### config.mk
export PLATFORM = sky130hd
export DESIGN_NAME = tape_bit_sender
export DESIGN_NICKNAME = d
export VERILOG_FILES = /design/src/rtl/tape_tx_pkg.sv /design/src/rtl/tape_edge_sync.sv /design/src/rtl/tape_bit_shifter.sv /design/src/rtl/tape_len_counter.sv /design/src/rtl/tape_bit_sender.sv
export SDC_FILE = /design/constraint.sdc
export NUM_CORES = 1
export LEC_CHECK = 0
export CORE_MARGIN = 4
export CORE_UTILIZATION = 40
export CTS_BUF_LIST = sky130_fd_sc_hd__clkbuf_16
export CTS_CLUSTER_DIAMETER = 30
export DETAILED_ROUTE_END_ITERATION = 10
export DONT_BUFFER_PORTS = 1
export GPL_TIMING_DRIVEN = 0
export PLACE_DENSITY_LB_ADDON = 0.05
export SLEW_MARGIN = 20
export SYNTH_ARGS = -nofsm -noshare
export SYNTH_HDL_FRONTEND = slang
export SYNTH_SLANG_ARGS = --single-unit
### constraint.sdc
create_clock -name clk -period 5.4 [get_ports clk]
set_input_delay 0.27 -clock clk [delete_from_list [all_inputs] [get_ports clk]]
set_output_delay 0.27 -clock clk [all_outputs]
set_load 0.1 [all_outputs]
### src/rtl/tape_tx_pkg.sv
package tape_tx_pkg;
  typedef enum logic [1:0] {
    ST_IDLE  = 2'd0,
    ST_WAIT  = 2'd1,
    ST_SHIFT = 2'd2
  } tx_state_t;

  localparam logic [7:0] ACK_CHAR_DEFAULT = 8'h40;
endpackage

### src/rtl/tape_edge_sync.sv
module tape_edge_sync #(
  parameter int STAGES = 2
) (
  input  logic clk,
  input  logic rst_n,
  input  logic async_in,
  output logic level,
  output logic rise,
  output logic fall
);
  logic [STAGES-1:0] chain;
  logic              prev;

  generate
    if (STAGES == 1) begin : g_single
      always_ff @(posedge clk or negedge rst_n) begin
        if (!rst_n) chain <= '0;
        else        chain <= async_in;
      end
    end else begin : g_multi
      always_ff @(posedge clk or negedge rst_n) begin
        if (!rst_n) chain <= '0;
        else        chain <= {chain[STAGES-2:0], async_in};
      end
    end
  endgenerate

  always_ff @(posedge clk or negedge rst_n) begin
    if (!rst_n) prev <= 1'b0;
    else        prev <= level;
  end

  assign level = chain[STAGES-1];
  assign rise  = level & ~prev;
  assign fall  = ~level & prev;
endmodule

### src/rtl/tape_bit_shifter.sv
module tape_bit_shifter #(
  parameter int W = 8
) (
  input  logic         clk,
  input  logic         rst_n,
  input  logic         load,
  input  logic [W-1:0] load_data,
  input  logic         step,
  output logic         bit_out,
  output logic         empty
);
  localparam int CW = $clog2(W + 1);
  localparam logic [CW-1:0] FULL = CW'(W);

  logic [W-1:0]  shreg;
  logic [CW-1:0] left;

  always_ff @(posedge clk or negedge rst_n) begin
    if (!rst_n) begin
      shreg <= '0;
      left  <= '0;
    end else if (load) begin
      shreg <= load_data;
      left  <= FULL;
    end else if (step && left != '0) begin
      shreg <= shreg >> 1;
      left  <= left - 1'b1;
    end
  end

  assign bit_out = shreg[0];
  assign empty   = (left == '0);
endmodule

### src/rtl/tape_len_counter.sv
module tape_len_counter #(
  parameter int LW = 16
) (
  input  logic          clk,
  input  logic          rst_n,
  input  logic          load,
  input  logic [LW-1:0] load_val,
  input  logic          dec,
  output logic          last
);
  logic [LW-1:0] remaining;

  always_ff @(posedge clk or negedge rst_n) begin
    if (!rst_n)     remaining <= '0;
    else if (load)  remaining <= load_val;
    else if (dec)   remaining <= remaining - 1'b1;
  end

  assign last = (remaining == '0);
endmodule

### src/rtl/tape_bit_sender.sv
module tape_bit_sender
  import tape_tx_pkg::*;
#(
  parameter int         DATA_W   = 8,
  parameter int         LEN_W    = 16,
  parameter int         SYNC_N   = 2,
  parameter logic [7:0] ACK_CHAR = ACK_CHAR_DEFAULT
) (
  input  logic              clk,
  input  logic              rst_n,
  input  logic              start,
  input  logic [LEN_W-1:0]  len_m1,
  input  logic              in_valid,
  input  logic [DATA_W-1:0] in_data,
  output logic              in_ready,
  input  logic              peer_clk,
  output logic              data_line,
  output logic              busy,
  output logic              ack_valid,
  output logic [7:0]        ack_data,
  input  logic              ack_ready
);
  tx_state_t state;
  logic      want_rise;
  logic      p_level, p_rise, p_fall;
  logic      bit_now, bits_done, len_last;
  logic      accept, watched, step, close_byte, finish, go;

  tape_edge_sync #(.STAGES(SYNC_N)) i_sync (
    .clk(clk), .rst_n(rst_n), .async_in(peer_clk),
    .level(p_level), .rise(p_rise), .fall(p_fall)
  );

  assign go         = (state == ST_IDLE) && start;
  assign in_ready   = (state == ST_WAIT) && !p_level;
  assign accept     = in_valid && in_ready;
  assign watched    = want_rise ? p_rise : p_fall;
  assign step       = (state == ST_SHIFT) && watched && !bits_done;
  assign close_byte = (state == ST_SHIFT) && watched && bits_done;
  assign finish     = close_byte && len_last;

  tape_bit_shifter #(.W(DATA_W)) i_shift (
    .clk(clk), .rst_n(rst_n), .load(accept), .load_data(in_data),
    .step(step), .bit_out(bit_now), .empty(bits_done)
  );

  tape_len_counter #(.LW(LEN_W)) i_len (
    .clk(clk), .rst_n(rst_n), .load(go), .load_val(len_m1),
    .dec(close_byte && !len_last), .last(len_last)
  );

  always_ff @(posedge clk or negedge rst_n) begin
    if (!rst_n) begin
      state     <= ST_IDLE;
      want_rise <= 1'b1;
      data_line <= 1'b1;
    end else begin
      unique case (state)
        ST_IDLE: begin
          data_line <= 1'b1;
          if (start) state <= ST_WAIT;
        end
        ST_WAIT: begin
          if (accept) begin
            data_line <= 1'b0;
            want_rise <= 1'b1;
            state     <= ST_SHIFT;
          end
        end
        ST_SHIFT: begin
          if (step) begin
            data_line <= bit_now;
            want_rise <= ~want_rise;
          end else if (close_byte) begin
            data_line <= 1'b1;
            state     <= finish ? ST_IDLE : ST_WAIT;
          end
        end
        default: state <= ST_IDLE;
      endcase
    end
  end

  always_ff @(posedge clk or negedge rst_n) begin
    if (!rst_n)         ack_valid <= 1'b0;
    else if (finish)    ack_valid <= 1'b1;
    else if (ack_ready) ack_valid <= 1'b0;
  end

  assign ack_data = ACK_CHAR;
  assign busy     = (state != ST_IDLE);
endmodule

==> flow_summary.ini <==
[worst_setup_path]
r2r_slack_ns = 3.29
endpoint_kind = flop
slowest_delay_ns = 0.40
slowest_stage = dfrtp_1
crit_arrival_ns = 2.28
cp_max_fo = 8
r2r_end = i_len.remaining[1]$_DFFE_PN0P_
critPathBufInv = 1
cp_cell_sequence = inv_1, ha_1, nor3b_1, nand4_1, o21ai_4, mux2i_1, mux2_2
critPathLaunchType = flop
reg2reg_depth = 7
worstReg2RegStart = i_len.remaining[0]$_DFFE_PN0P_
required_ns = 5.56
critPathKind = flop to flop
crit_family = simple AND/OR/NAND/NOR gates

[timing]
finalCriticalPeriod_ns = 2.114
tns_ns = 0
hold_viol = 0
worstMarginPinSlew_ns = 0.8877
setup_violations = 0
slew_violations = 0
post-route-period-util_pct = 39.15
relSlewSlack_pct = 40.82
rsz0062_at_grt = no
fmax_ghz = 0.4730
clock-skew-final_ns = 0.004551

[grt]
grt_max_degree = 37
grt_pass1_wl_um = 7624
grt_pass1_vias = 1631
grt_use_total_pct = 15.56
antenna_found_initial = 0
gr-total-overflow = 0

[logic_synthesis]
netlist_area_um2 = 2032
synth_ff_type = dfrtp_1
yosysSeqAreaShare_pct = 44.46
yosysWarnings = 0
yosysUniqueCellTypes = 52
synth_enable_flop_cells = 0
synthArstFlopShare_pct = 100.0
avgSynthCellArea_um2 = 9.676
synth.ff_latch_count = 36
netlist_instances = 210

[floorplan]
start_util_pct = 42.18
die_y_um = 79.28
ios = 42
fp-row-count = 25
coreArea_um2 = 4817
die_x_um = 79.28
die_area_um2 = 6285

[pwr]
ir_drop_mv = 0.2643
p_leak_nw = 0.9129
powerDensity_nw_per_um2 = 512.9
power_mw = 1.192

[clock_tree]
htree_levels = 2
clkLatencyLatePin_ns = 0.28
clockBufferDepth = 2
cts.clk_slew.worst_paths_ns = 0.05
cts_made_buffers = 5
cts_tree = built
clock-sinks = 36
cts_root_buffer = clkbuf_16

[worst_hold_path]
holdPathStages = 0
min_to = i_sync.chain[0]$_DFF_PN0_
min_from = peer_clk
hold_class = input pin to flop

[placed_design]
dpl.hpwl_um = 3259
gp_congestion = 0.8296
port_buffers = 0

[route]
drtIter0Drc = 44
via_per_inst = 5.303
num_vias = 1559
totalWireLength_um = 4449
drt-wirelength-per-cell_um = 15.13
drt-pass1-iter-count = 4
drc = 0
ant_nets = 0

[finish]
syn2layout_area_growth_pct = 14.41
final_cell_mix = dfrtp_1, nor2_1, nand2_1, a21oi_1, o21ai_0
final_nets = 258
fillers = 471
n_antenna_cell = 0
final_common_cell = dfrtp_1
drive_gt1_share_pct = 16.30

[job]
maxCapViolCount = 0

[outcome]
outcome = complete, no violations
## synthesized netlist by cell type, types with 2 or more instances
library cell / instances / area share (%)
dfrtp_1: 34 / 42
nor2_1: 23 / 4.2
a21oi_1: 15 / 3.7
nand2_1: 15 / 2.8
o21ai_0: 13 / 3.2
buf_4: 9 / 3.3
inv_1: 9 / 1.7
mux2i_1: 7 / 3.4
xor2_1: 7 / 3.0
xnor2_1: 5 / 2.2
a31oi_1: 4 / 1.2
clkbuf_1: 4 / 0.74
nand3_1: 4 / 0.99
nand4_1: 4 / 1.2
nor3_1: 4 / 0.99
or3_1: 4 / 1.2
nor3b_1: 3 / 1.1
a211oi_1: 2 / 0.74
and2_1: 2 / 0.62
and4_1: 2 / 0.86
conb_1: 2 / 0.37
dfstp_2: 2 / 2.6
ha_1: 2 / 1.2
mux2_2: 2 / 1.1
nand3b_1: 2 / 0.74
o211ai_1: 2 / 0.74
o21ai_1: 2 / 0.49
or4_1: 2 / 0.74
## cells by family after synthesis
logic type                 count (synthesis)  synth area share (%)
and+or+nand+nor                           77                 21.80
adders and majority gates                  2                 1.231
xor gates and xnor gates                  12                 5.172
other                                      2                0.3696
muxes                                      9                 4.557
buffers and inverters                     24                 6.526
DFF                                       36                 44.46
AOI/OAI and AO/OA                         48                 15.89
## what timing repair did
item,CTS,global route
setup buffers,0,0
endpoints found under the hold margin,36,0
hold buffers,2,0
gates resized for setup,0,0
## worst max path at each step
stage	startpoint	depth (start not counted)	end
detailed placement	i_len.remaining[0]$_DFFE_PN0P_	7	i_len.remaining[1]$_DFFE_PN0P_
global placement	state[1]$_DFFE_PN0P_	4	data_line$_DFFE_PN1P_
finish	i_len.remaining[0]$_DFFE_PN0P_	7	i_len.remaining[1]$_DFFE_PN0P_
CTS	i_len.remaining[0]$_DFFE_PN0P_	7	i_len.remaining[1]$_DFFE_PN0P_
global route	i_len.remaining[0]$_DFFE_PN0P_	7	i_len.remaining[1]$_DFFE_PN0P_
floorplan	state[1]$_DFFE_PN0P_	6	i_shift.shreg[7]$_DFFE_PN0P_
## layout make-up
cell class | count | area, um^2 | share of cell area [%]
Buffer | 15 | 98.84 | 4.252
Clock buffer | 5 | 125.1 | 5.382
Clock inverter | 3 | 11.26 | 0.4844
Inverter | 9 | 33.78 | 1.453
Multi-Input combinational cell | 156 | 1023 | 44.03
Sequential cell | 36 | 903.4 | 38.86
Tap cell | 67 | 83.83 | 3.606
Timing Repair Buffer | 3 | 45.04 | 1.938
## state kept, by name, summed over array words and instances (netlist names)
name,cells
i_sync.chain,2
i_sync.prev,1
state,2
data_line,1
want_rise,1
i_len.remaining,16
i_shift.left,4
i_shift.shreg,8
ack_valid,1
## metrics by stage
| step | cells | setup WS (ns) | util (%) | cell area, um^2 | hold WS [ns] |
|---|---|---|---|---|---|
| 6_report | 294 | 3.286 | 48.26 | 2325 | 0.02089 |
| 3_3_place_gp | 283 | 1.418 | 44.39 | 2138 | -0.02438 |
| 5_1_grt | 294 | 3.086 | 48.26 | 2325 | 0.007797 |
| 2_1_floorplan | 216 | 1.721 | - | 2054 | -0.02559 |
| 4_1_cts | 294 | 3.272 | 48.26 | 2325 | 0.01383 |
| 3_5_place_dp | 284 | 3.277 | 44.81 | 2158 | -0.02420 |
## metal layers
metal  vias up  track usage (%)  part of all wire (%)
li1        760                -                     -
met1       757            17.97                    44
met2        36            27.19                    50
met3         6            5.215                   5.3
met4         0            4.639                   1.3
met5         -                0                     0
## where the power goes
group	internal (mW)	switching, mW	leakage, nW
combinational	0.155	0.243	0.424
clock	0.166	0.103	0.0701
sequential	0.384	0.142	0.419
No activity file was read; power rests on OpenSTA's default activity.
